<file path="src/rtl/term_gen_pkg.sv">
package term_gen_pkg;
  typedef enum logic [1:0] {
    MODE_LOGIC    = 2'd0,
    MODE_ARITH    = 2'd1,
    MODE_ARITH_CI = 2'd2
  } alu_mode_e;
endpackage

</file>
<file path="src/rtl/term_mul.sv">
module term_mul #(
  parameter int unsigned GAMMA_W = 3,
  parameter int unsigned BASE_W  = 10,
  localparam int unsigned PROD_W = GAMMA_W + BASE_W
) (
  input  logic [GAMMA_W-1:0] gamma_i,
  input  logic [BASE_W-1:0]  base_i,
  output logic [PROD_W-1:0]  prod_o
);
  logic [PROD_W-1:0] pp [GAMMA_W];

  // one shifted partial product per scale bit
  for (genvar i = 0; i < GAMMA_W; i++) begin : g_pp
    assign pp[i] = gamma_i[i] ? (PROD_W'(base_i) << i) : '0;
  end

  always_comb begin
    prod_o = '0;
    for (int i = 0; i < GAMMA_W; i++) prod_o = prod_o + pp[i];
  end
endmodule

</file>
<file path="src/rtl/term_sel_dec.sv">
module term_sel_dec
  import term_gen_pkg::*;
(
  input  logic [1:0] col_i,
  output alu_mode_e  mode_o
);
  always_comb begin
    unique case (col_i)
      2'd1:    mode_o = MODE_ARITH;
      2'd2:    mode_o = MODE_ARITH_CI;
      default: mode_o = MODE_LOGIC;  // column 3 folds onto column 0
    endcase
  end
endmodule

</file>
<file path="src/rtl/term_alu.sv">
module term_alu
  import term_gen_pkg::*;
#(
  parameter int unsigned W = 13
) (
  input  logic [W-1:0] a_i,
  input  logic [W-1:0] b_i,
  input  logic [3:0]   fn_i,
  input  alu_mode_e    mode_i,
  output logic [W-1:0] f_o
);
  logic [W-1:0] t_or, t_and;
  logic         ci;

  // generate/propagate style terms; sum of the two is the arithmetic core
  assign t_or  = a_i | ({W{fn_i[0]}} & b_i) | ({W{fn_i[1]}} & ~b_i);
  assign t_and = ({W{fn_i[2]}} & a_i & ~b_i) | ({W{fn_i[3]}} & a_i & b_i);
  assign ci    = (mode_i == MODE_ARITH_CI);

  always_comb begin
    if (mode_i == MODE_LOGIC) f_o = ~(t_or ^ t_and);
    else                      f_o = t_or + t_and + W'(ci);
  end

  always_comb begin
    if (mode_i == MODE_ARITH_CI && fn_i == 4'd6) begin

      sub_chk: assert (f_o == a_i - b_i);
    end
    if (mode_i == MODE_ARITH && fn_i == 4'd9) begin

      add_chk: assert (f_o == a_i + b_i);
    end
    if (mode_i == MODE_LOGIC && fn_i == 4'd6) begin

      xor_chk: assert (f_o == (a_i ^ b_i));
    end
    if (mode_i == MODE_LOGIC && fn_i == 4'd11) begin

      and_chk: assert (f_o == (a_i & b_i));
    end
  end
endmodule

</file>
<file path="src/rtl/term_nz.sv">
module term_nz #(
  parameter int unsigned W = 13
) (
  input  logic [W-1:0] d_i,
  output logic [W-1:0] q_o
);
  assign q_o = (d_i == '0) ? W'(1) : d_i;
endmodule

</file>
<file path="src/rtl/term_gen.sv">
module term_gen
  import term_gen_pkg::*;
#(
  parameter int unsigned GAMMA_W = 3,
  parameter int unsigned BASE_W  = 10,
  parameter int unsigned ALPHA_W = 10,
  localparam int unsigned WORD_W = GAMMA_W + BASE_W
) (
  input  logic [GAMMA_W-1:0] gamma_i,
  input  logic [BASE_W-1:0]  b_i,
  input  logic [ALPHA_W-1:0] alpha_i,
  input  logic [3:0]         row_i,
  input  logic [1:0]         col_i,
  output logic [WORD_W-1:0]  g_o
);
  logic [WORD_W-1:0] prod, offs, alu_res;
  alu_mode_e         mode;

  assign offs = WORD_W'(alpha_i);

  term_mul #(.GAMMA_W(GAMMA_W), .BASE_W(BASE_W)) u_mul (
    .gamma_i(gamma_i),
    .base_i (b_i),
    .prod_o (prod)
  );

  term_sel_dec u_dec (
    .col_i (col_i),
    .mode_o(mode)
  );

  term_alu #(.W(WORD_W)) u_alu (
    .a_i   (prod),
    .b_i   (offs),
    .fn_i  (row_i),
    .mode_i(mode),
    .f_o   (alu_res)
  );

  term_nz #(.W(WORD_W)) u_nz (
    .d_i(alu_res),
    .q_o(g_o)
  );

  always_comb begin

    g_nonzero_chk: assert (g_o != '0);
    if (alu_res != '0) begin

      g_pass_chk: assert (g_o == alu_res);
    end else begin

      g_one_chk: assert (g_o == WORD_W'(1));
    end
  end
endmodule

</file>
<file path="config.mk">
export PLATFORM = sky130hd
export DESIGN_NAME = term_gen
export DESIGN_NICKNAME = d
export VERILOG_FILES = /design/src/rtl/term_gen_pkg.sv /design/src/rtl/term_mul.sv /design/src/rtl/term_sel_dec.sv /design/src/rtl/term_alu.sv /design/src/rtl/term_nz.sv /design/src/rtl/term_gen.sv
export SDC_FILE = /design/constraint.sdc
export NUM_CORES = 1
export LEC_CHECK = 0
export BUFFER_PORTS_ARGS = -buffer_cell sky130_fd_sc_hd__buf_2
export CAP_MARGIN = 20
export CORE_ASPECT_RATIO = 0.7
export CORE_UTILIZATION = 50
export DETAILED_ROUTE_END_ITERATION = 10
export PLACE_DENSITY = 0.73
export SYNTH_ARGS = -nofsm -noshare
export SYNTH_HDL_FRONTEND = slang
export SYNTH_SLANG_ARGS = --single-unit
</file>
<file path="constraint.sdc">
create_clock -name vclk -period 15.65
set_input_delay 3.13 -clock vclk [all_inputs]
set_output_delay 3.13 -clock vclk [all_outputs]
set_load 0.05 [all_outputs]
</file>
Yosys cells after proc, flatten, opt, wreduce, memory -nomap -nowiden
Cells that the tools add are included.
{ "totals": {"memories": 0, "reg_bits": 0, "mem_bits_ro": 0, "output_inout_bits": 13, "ramBits": 0, "latch_bits": 0} }
{ "classes": {"magnitude_cmp": 0, "add_sub_neg": 4, "multipliers": 0, "div_mod_pow": 0, "eq_ne": 3, "muxes": 6, "bitwise_logic": 12, "shift": 0, "n_reduce_logical": 2} }
{ "ops": {"columns": ["op", "count"], "rows": [
  ["13-bit AND", 4],
  ["13-bit OR", 3],
  ["13-bit by 10-bit AND with 13-bit output", 2],
  ["13-bit two-way mux", 2],
  ["13-bit by 1-bit adder with 13-bit output", 1],
  ["13-bit by 11-bit adder with 13-bit output", 1],
  ["13-bit by 12-bit adder with 13-bit output", 1],
  ["13-bit adder", 1],
  ["13-bit logical NOT", 1],
  ["10-bit inverter with 13-bit output", 1],
  ["13-bit inverter", 1],
  ["13-bit bitwise XOR", 1],
  ["12-bit two-way mux", 1],
  ["11-bit two-way mux", 1],
  ["10-bit two-way mux", 1],
  ["2-bit == test, second input constant", 2],
  ["2-bit case mux with 2 select lines", 1],
  ["2-bit by 1-bit == test with 1-bit output, second input constant", 1],
  ["2-bit logical NOT", 1]
]} }

Depth between registers and ports, before layout
Gate-level depths: netlist (run 1).
{ "depth": {"word_depth": 11, "depth_mapped": 19} }

Modules after synthesis
Synthesis (run 1) repeated with hierarchy kept, for this count alone.
{ "hier_totals": {"cells_unflattened": 291, "hier_area_um2": 2044.5} }
{ "by_module_without_submodules": {"columns": ["module", "area_each_um2", "n_inst", "seq_area_each_um2", "cells_each"], "rows": [
  ["term_alu", 1124.8, 1, 0.0, 159],
  ["term_mul", 824.5, 1, 0.0, 112],
  ["term_nz", 76.3, 1, 0.0, 17],
  ["term_sel_dec", 15.0, 1, 0.0, 2],
  ["term_gen", 3.8, 1, 0.0, 1]
]} }

Least setup slack after synthesis (run 1)
No wires, ideal clock.
{ "synth_timing": {"path_kind": "input to output", "start": "input gamma_i[2]", "end": "output g_o[0]", "path_buffers": 1, "arrival_ns": 8.087, "path_slack_ns": 4.433, "path_stages": 19, "path_cell_list": "clkbuf_1 -> nand2_1 -> fa_1 -> inv_1 -> ha_1 -> fa_1 -> a21o_1 -> a21oi_1 -> xor2_1 -> o211ai_1 -> ha_1 -> o211a_1 -> a211oi_1 -> a21oi_1 -> nor2_1 -> xnor2_1 -> nor4b_1 -> or4b_1 -> o31ai_2"} }
{ "synth_between": {"elab_chain_cells": 10, "word_cells_on_any_way": 16, "classes_between": "3 x add/sub; 3 x mux; 9 x bitwise; 1 x reduce/logical"} }
{ "synth_lines": {"columns": ["element", "line_no", "rtl"], "rows": [
  ["start: declaration", "term_gen.sv:9", "input logic [GAMMA_W-1:0] gamma_i,"],
  ["12-bit two-way mux *", "term_mul.sv:14", "assign pp[i] = gamma_i[i] ? (PROD_W'(base_i) << i) : '0;"],
  ["13-bit by 12-bit adder with 13-bit output *", "term_mul.sv:19", "for (int i = 0; i < GAMMA_W; i++) prod_o = prod_o + pp[i];"],
  ["13-bit AND", "term_alu.sv:17", "assign t_and = ({W{fn_i[2]}} & a_i & ~b_i) | ({W{fn_i[3]}} & a_i & b_i);"],
  ["13-bit AND / 13-bit by 10-bit AND with 13-bit output (equally long branches)", "term_alu.sv:17", null],
  ["13-bit OR", "term_alu.sv:17", null],
  ["13-bit adder / 13-bit bitwise XOR (equally long branches)", "term_alu.sv:22, term_alu.sv:21", null],
  ["13-bit by 1-bit adder with 13-bit output / 13-bit inverter (equally long branches)", "term_alu.sv:22, term_alu.sv:21", null],
  ["13-bit two-way mux *", "term_alu.sv:21", "if (mode_i == MODE_LOGIC) f_o = ~(t_or ^ t_and);"],
  ["13-bit logical NOT *", "term_nz.sv:7", "assign q_o = (d_i == '0) ? W'(1) : d_i;"],
  ["13-bit two-way mux *", "term_nz.sv:7", null],
  ["end: declaration", "term_gen.sv:14", "output logic [WORD_W-1:0] g_o"]
]} }
Mark *: on every way between the ends. The rest lies on a longest branch, timed or not.

Worst setup path after layout (run 1)
Ends and elaborated chain as after synthesis.

==> reports/summary.md, run 1 <==
The number of nets in the synthesized netlist is 333. Once the clock tree was built, the setup fixing pass inserted 0 buffers. The initial utilization of the core area, before any placement, comes to 53.9%. The remaining global-route overflow was 0. The signal on the critical path passes through buf_2, nand2_1, fa_1, inv_1, ha_1, fa_1, a21o_1, a21oi_1, xor2_1, o211ai_1, ha_1, o41ai_1, mux2i_1, nand2_8, or4b_1, o31ai_2, buf_2. The global placer's final weighted congestion is 0.839. Measured against its own limit, the worst slew margin works out to 43.1%. The region available for standard cell placement spans 0.00365 mm2.

In this run the vertical extent of the chip is 54.5 um. From synthesis to final layout, the design area changed by 10.8%. The via count of the first global-routing pass came out at 1,737. The die covers 0.00419 mm2. The die is 77.0 um wide. In this run the worst path has a maximum fanout of 10.

The class of the most critical hold timing path is in2out. The tools report the number of diodes added for antenna fixing as 0. After global routing, the most crowded layer is met2. The design draws 0.239 mW. The tools report the count of synthesis-stage warnings from yosys as 0. Global routing consumed, on the met3 layer, 1.33% of the routing resources. The post-synthesis share of cell area spent on xor and xnor gates works out to 7.12%. The analysis attributes to net switching a power of 0.161 mW. Synthesis handed over a netlist of 270 instances. Post-synthesis mux area share: 8.33%. The destination of the critical timing path was g_o[0]. The hold buffer count at CTS was 0. In the final layout, flip-flops and latches occupy 0 um2.

The half-perimeter wire length of the detailed placement result is 3770 um. The dominant combinational cell family by area after synthesis is adder cells. The final layout contains 367 nets. After synthesis, the cell types taking the most area are sky130_fd_sc_hd__ha_1 15%, sky130_fd_sc_hd__fa_1 11%, sky130_fd_sc_hd__nand2_1 7.6%. Subtracting the final worst setup slack from the clock period gives 11,120 ps.

Dividing the final minimum period by the clock period gives 71.0%. A synthesized cell averages 7.28 um2. Power spread over the standard cell area amounts to 110 mW/mm2. At the pin with the least slew margin, the transition time is 843 ps. The category of the worst setup path launch point is an input port.

Summing the areas of all and, or, nand and nor instances in the mapped netlist gives 25.1% of the synthesized area. Setup violations remaining at the end of the flow were counted as 0. IR analysis of the VDD net gives a maximum drop of 0.103 mV. The tools report the post-synthesis instance area as 0.00197 mm2. The internal power was 0.0784 mW; the area share of fa/ha/maj cells after synthesis was 25.8%.

The wire length of the first global-routing pass was 7350 um; the data required time of the worst path was 12,520 ps. The flow ran to the end, and the final reports show no timing, DRC or antenna violations. Adding up every negative setup slack in the final design gives 0 ps. The count of buffers added on input and output ports is 42.

The final layout contains routed wiring with a total length of 4480 um. Across all layers, the routed design uses 2,010 vias. The tool flagged a number of max-cap violations equal to 0. Sequential cells account for 0% of the total power. Post-route antenna net violation count: 0.

The slowest stage of the critical path belongs to the cell sky130_fd_sc_hd__o41ai_1. In the global route stage, met2 resource usage came out at 38.1%. Sequential cells were found to cover 0% of the synthesized design area. For this block, the initial DRC count from the detailed router was 64. The maximum number of pins on one net before global-route repair was 19; the wire length per cell was 12.7 um. Of the cells placed in the final design, the portion with a size suffix greater than 1 is 18.2%.

Setup repair after global routing left no endpoint under its margin. After layout, the clock buffer instance count stands at 0. Using the TritonRoute via totals, the vias-per-cell ratio works out to 5.71. The top cell type by area accounts for 14.6% of the synthesized area.

Per report_power, the clock group accounts for 0% of the total. After synthesis, the netlist uses 61 different library cells. Row generation in the floorplan step produced 18 rows.

The final sequential cell count is 0. The run gives 367 as the fill cell instance count of the final layout. The count of unresolved DRC violations after routing came out at 0.

The number of antenna violations at the first check in global routing came out at 0. For the peak clock frequency supported by timing, the log shows 89.9 MHz. Tracing the worst setup path back leads to its startpoint at gamma_i[2]. Net switching is 67.3% of the power. Final number of hold-violating endpoints: 0. The class of the most critical setup path is in2out.

The worst path meets setup with 4530 ps of slack. The tools report the top-level I/O count as 42. The cell leakage power was 1.13 nW; the complex-gate fraction of the synthesized area was 24.7%.

Of all cell types, the one taking the most synthesized area is sky130_fd_sc_hd__ha_1. For the combinational fraction of design power, the log shows 100.0%. Global-route track usage on met1: 30.2%. The worst setup path is captured at a primary output.

The pre-CTS setup slack was 4550 ps; the data arrival at the endpoint of the critical path was 7990 ps. The max-slew violation total from the final report is 0, and the number of iterations in the first detailed-routing pass is 4. Global routing used 21.4% of the available tracks.

Gates resized during post-CTS repair numbered 0. For this run, the slowest stage of the critical path takes 820 ps.
==> kinds of logic (layout without fill, tap and decap cells) <==
| logic type | Yosys count | in the layout |
|---|---|---|
| simple gates | 98 | 98 |
| compound gates | 66 | 66 |
| xor+xnor | 16 | 16 |
| buf+inv | 40 | 72 |
| mux | 16 | 16 |
| fa+ha+maj | 34 | 34 |
==> worst min path at each step <==
stage              from       to  slack (ps)  cells after the start
5_1_grt        row_i[2]  g_o[12]        6980                      4
2_1_floorplan  row_i[2]  g_o[12]        6620                      2
6_report       row_i[2]  g_o[12]        6940                      4
3_3_place_gp   row_i[2]  g_o[10]        6930                      4
3_5_place_dp   row_i[2]  g_o[12]        6940                      4
4_1_cts        row_i[2]  g_o[12]        6950                      4
==> critical path: cells and delay by family <==
| kind | cells | cell delay, ps |
|---|---|---|
| adder cells (fa/ha/maj) | 4 | 1450 |
| AND/OR/NAND/NOR | 3 | 680 |
| AO/OA/AOI/OAI | 5 | 1500 |
| XOR/XNOR | 1 | 210 |
| multiplexers | 1 | 480 |
| buffers and inverters | 3 | 520 |
==> stage by stage <==
stage          cell area, um2  std cells  hold slack [ps]  util, %
2_1_floorplan            1970        270             6620        -
3_5_place_dp             2180        352             6940     59.7
5_1_grt                  2180        352             6980     59.7
4_1_cts                  2180        352             6950     59.7
3_3_place_gp             2180        352             6930     59.7
6_report                 2180        352             6940     59.7
==> cell usage in the layout, fill, tap and decap left out, types with 4 or more instances in the layout <==
cell                       Yosys  final
sky130_fd_sc_hd__buf_2         0     42
sky130_fd_sc_hd__nand2_1      40     40
sky130_fd_sc_hd__inv_1        28     28
sky130_fd_sc_hd__ha_1         23     23
sky130_fd_sc_hd__nor2_1       18     18
sky130_fd_sc_hd__mux2i_1      13     13
sky130_fd_sc_hd__o211ai_1     11     11
sky130_fd_sc_hd__fa_1         11     11
sky130_fd_sc_hd__a21oi_1       9      9
sky130_fd_sc_hd__xor2_1        9      9
sky130_fd_sc_hd__xnor2_1       7      7
sky130_fd_sc_hd__and2_1        6      6
sky130_fd_sc_hd__nand3_1       5      5
sky130_fd_sc_hd__a21o_1        5      5
sky130_fd_sc_hd__o21ai_0       5      5
sky130_fd_sc_hd__nor3_1        5      5
sky130_fd_sc_hd__a211oi_1      5      5
sky130_fd_sc_hd__nor2b_1       4      4
sky130_fd_sc_hd__nor4b_1       4      4
==> power by group through the flow <==
stage | clock [mW] | sequential (mW) | combinational, mW
after floorplan | 0 | 0 | 0.194
after global placement | 0 | 0 | 0.236
after detailed placement | 0 | 0 | 0.238
after CTS | 0 | 0 | 0.239
after global routing | 0 | 0 | 0.263
final | 0 | 0 | 0.239
==> layer usage <==
metal  wire [um]  vias to the layer above
li1            -                     1029
met1        2330                      931
met2        1930                       50
met3         221                        0
met4           0                        0
met5           0                        -
==> cell usage after synthesis (all sizes together), types with 4 or more instances <==
cell	number
inv	29
xor2	9
and2	6
clkbuf	6
a211oi	5
mux2i	13
fa	11
o21ai	8
a21o	6
nor2	19
nor4b	4
o211ai	11
ha	23
buf	4
xnor2	7
nand2	41
nand3	5
nor2b	4
nor3	5
a21oi	10
==> area by class of cell <==
cell class | count | area (um2) | area share [%]
inverter | 30 | 115 | 5.28
multi-input combinational | 230 | 1790 | 82.2
tap | 50 | 62.6 | 2.87
timing repair buffer | 42 | 210 | 9.64
Note: power is estimated with default switching activity, not from simulation.
==> run 2, diff against run 1 <==
--- a/config.mk
+++ b/config.mk
@@ -10,7 +10,7 @@
 export CORE_ASPECT_RATIO = 0.7
 export CORE_UTILIZATION = 50
 export DETAILED_ROUTE_END_ITERATION = 10
-export PLACE_DENSITY = 0.73
+export PLACE_DENSITY = 0.76
 export SYNTH_ARGS = -nofsm -noshare
 export SYNTH_HDL_FRONTEND = slang
 export SYNTH_SLANG_ARGS = --single-unit
==> constraint.sdc (replaced) <==
create_clock -name vclk -period 9.94
set_input_delay 1.988 -clock vclk [all_inputs]
set_output_delay 1.988 -clock vclk [all_outputs]
set_load 0.05 [all_outputs]
==> run 2 against run 1 <==
- cell count unchanged
- first-iteration DRC count up 41%
- non-clock buffer count unchanged
- largest cell class unchanged
==> reports/summary.md, run 2 (synthesis results as in run 1) <==
The total power divided by cell area was 173 mW/mm2 (was 110 mW/mm2). The wire length per cell was 12.8 um (was 12.7 um); the number of violations reported at the end of detailed-routing iteration 0 was 90 (was 64). The run gives 7730 um (was 7350 um) as the wire length of the first global-routing pass.

The worst hold path depth came out at 5 (was 4). The cell family with the largest share of critical-path delay is adder cells (was compound AO/OA/AOI/OAI gates). For the number of clock buffers in the layout, the log shows 0 (unchanged). The critical path capture point type was a primary output (unchanged). The run gives 0% (about the same) as the sequential power share. The via count of the first global-routing pass is 1,813 (was 1,737). Slowest stage cell on the critical path: sky130_fd_sc_hd__o41ai_1 (unchanged).

The number of maximum-capacitance constraint violations is 0 (unchanged). The final cell count without fillers came out at 352 (unchanged). The run gives 4500 um (was 4480 um) as the routed wire length. The maximum net fanout on the critical path was 10 (unchanged); the net switching power was 0.253 mW (was 0.161 mW). The tools report the post-route antenna net violation count as 0 (unchanged). Cell-by-cell trace of the critical path: buf_2, nand2_1, fa_1, inv_1, ha_1, fa_1, a21o_1, a21oi_1, xor2_1, o211ai_1, ha_1, o41ai_1, mux2i_1, nand2_8, or4b_1, o31ai_2, buf_2 (unchanged).

The tools report the terminating pin of the worst hold path as g_o[1] (was g_o[12]). The post-detailed-route via-to-cell ratio was 5.73 (was 5.71). Top library cells by usage in the layout, fill and taps aside: 42 x sky130_fd_sc_hd__buf_2, 40 x sky130_fd_sc_hd__nand2_1, 28 x sky130_fd_sc_hd__inv_1 (unchanged). Category of the worst setup path launch point: an input port (unchanged). The relative area change from synthesis to final layout works out to 10.8% (unchanged). Fraction of met3 tracks used by global routing: 0.500% (was 1.33%). The tools report the top-level I/O count as 42 (unchanged). The net switching share of the total power was 67.2% (was 67.3%). Number of buffers inserted to repair setup after CTS: 0 (unchanged).

The logs give 53.9% (unchanged) for the starting density of the core and 7950 ps (was 12,520 ps) for the data required time of the worst path. The number of antenna violations at the first check in global routing was 0 (unchanged). The highest cell delay on the worst timing path came out at 760 ps (was 820 ps). The quantity of I/O buffers inserted on ports is 42 (unchanged), and the global placer's final weighted congestion is 0.893 (was 0.839). The tools report the half-perimeter wire length of the detailed placement result as 3820 um (was 3770 um).

The tools report the maximum number of pins on one net before global-route repair as 19 (unchanged). The run gives 40.2% (was 38.1%) as the met2 global-route usage. Area occupied by registers: 0 um2 (unchanged). The slew at the pin with the worst max-slew slack is 767 ps (was 843 ps). The number of buffer and inverter stages on the critical path works out to 3 (unchanged). Global routing's busiest layer: met2 (unchanged).

The count of unresolved DRC violations after routing was 0 (unchanged). The pre-CTS setup slack came out at 1140 ps (was 4550 ps). Setup repair after global routing left no endpoint under its margin. The flow ran to the end, and the final reports show no timing, DRC or antenna violations.

The number of iterations in the first detailed-routing pass came out at 4 (unchanged). The width of the chip was 77.0 um (unchanged); the final setup violation count was 0 (unchanged). The post-route minimum period is 8760 ps. The overall die area is 0.00419 mm2 (unchanged), and the global-route track usage on met1 is 32.1% (was 30.2%).

For this run, the top clock speed supported by timing is 114 MHz. The worst slew margin relative to its limit was 48.2% (was 43.1%). For the global router's overall resource usage, the log shows 22.4% (was 21.4%). The class of the most critical hold timing path was in2out (unchanged). The source of the worst hold timing path was alpha_i[1] (was row_i[2]).

The data arrival at the endpoint of the critical path came out at 6770 ps (was 7990 ps). The run gives 0 (unchanged) as the hold buffer count at CTS. The run gives 0 ps (unchanged) as the total negative setup slack. The remaining global-route overflow was 0 (unchanged). The run gives 0.123 mW (was 0.0784 mW) as the internal power.

Commonest non-fill, non-tap cell in the layout: sky130_fd_sc_hd__buf_2 (unchanged). Number of diodes added for antenna fixing: 0 (unchanged). For the placeable core region, the log shows 0.00365 mm2 (unchanged). For the total instance count after detailed placement, the log shows 352 (unchanged).

The class of the most critical setup path was in2out (unchanged). The combinational fraction of design power is 100.0% (about the same). The run gives 0.194 mV (was 0.103 mV) as the peak ir drop on the vdd network. Power after layout: 0.376 mW (was 0.239 mW). The number of cell rows is 18 (unchanged), and the share of final-layout standard cells stronger than drive strength 1 is 18.2% (unchanged). The utilization after layout was 59.7% (unchanged). For the max-slew violation total from the final report, the log shows 0 (unchanged). After layout, the worst path uses 88.2% of the clock period. The via count of the routed design was 2,017 (was 2,010). The final sequential cell count is 0 (unchanged), and the cell leakage power is 1.13 nW (unchanged). Final number of hold-violating endpoints: 0 (unchanged). The logs give 1180 ps (was 4530 ps) for the worst setup slack after layout and 0 (unchanged) for the count of cells resized by post-cts repair. The die extent in y is 54.5 um (unchanged). The clock network fraction of total power was 0% (about the same); the layout net count was 367 (unchanged).
## run 2: cell counts in the layout (fill, tap and decap cells not counted)
No cell type changed its count.
## run 2: worst max path at each step
stage / depth (start not counted) / startpoint / slack (ps) / to
after global routing: 17 / gamma_i[2] / 800 / g_o[0]
after detailed placement: 17 / gamma_i[2] / 1140 / g_o[0]
final: 17 / gamma_i[2] / 1180 / g_o[0]
after CTS: 17 / gamma_i[2] / 1140 / g_o[0]
after global placement: 17 / gamma_i[2] / 1310 / g_o[0]
after floorplan: 19 / gamma_i[2] / 1010 / g_o[0]
## run 2: tightest hold or removal path: cells and delay by family
family	cells	cell delay [ps]
AO/OA/AOI/OAI	1	150
buffers and inverters	2	310
multiplexers	1	80
adder cells (fa/ha/maj)	1	140
## run 2: per-layer routing
| metal | up-vias | part of all wire [%] |
|---|---|---|
| li1 | 1028 | - |
| met1 | 938 | 55 |
| met2 | 51 | 41 |
| met3 | 0 | 3.8 |
| met4 | 0 | 0 |
| met5 | - | 0 |
## run 2: layout make-up
class | count | area [um2]
fill | 372 | 1470
inverter | 30 | 115
multi-input combinational | 230 | 1790
tap | 50 | 62.6
timing repair buffer | 42 | 210
## run 2: power groups by stage
stage / sequential (mW) / clock (mW) / combinational [mW]
floorplan: 0 / 0 / 0.305
detailed placement: 0 / 0 / 0.373
CTS: 0 / 0 / 0.375
global placement: 0 / 0 / 0.371
global route: 0 / 0 / 0.414
finish: 0 / 0 / 0.376
## run 2: per-stage QoR
stage                     cell area (um2)  hold WS [ps]
after CTS                            2180          4660
after global placement               2180          4650
final                                2180          4650
after detailed placement             2180          4660
after floorplan                      1970          4330
after global routing                 2180          4730
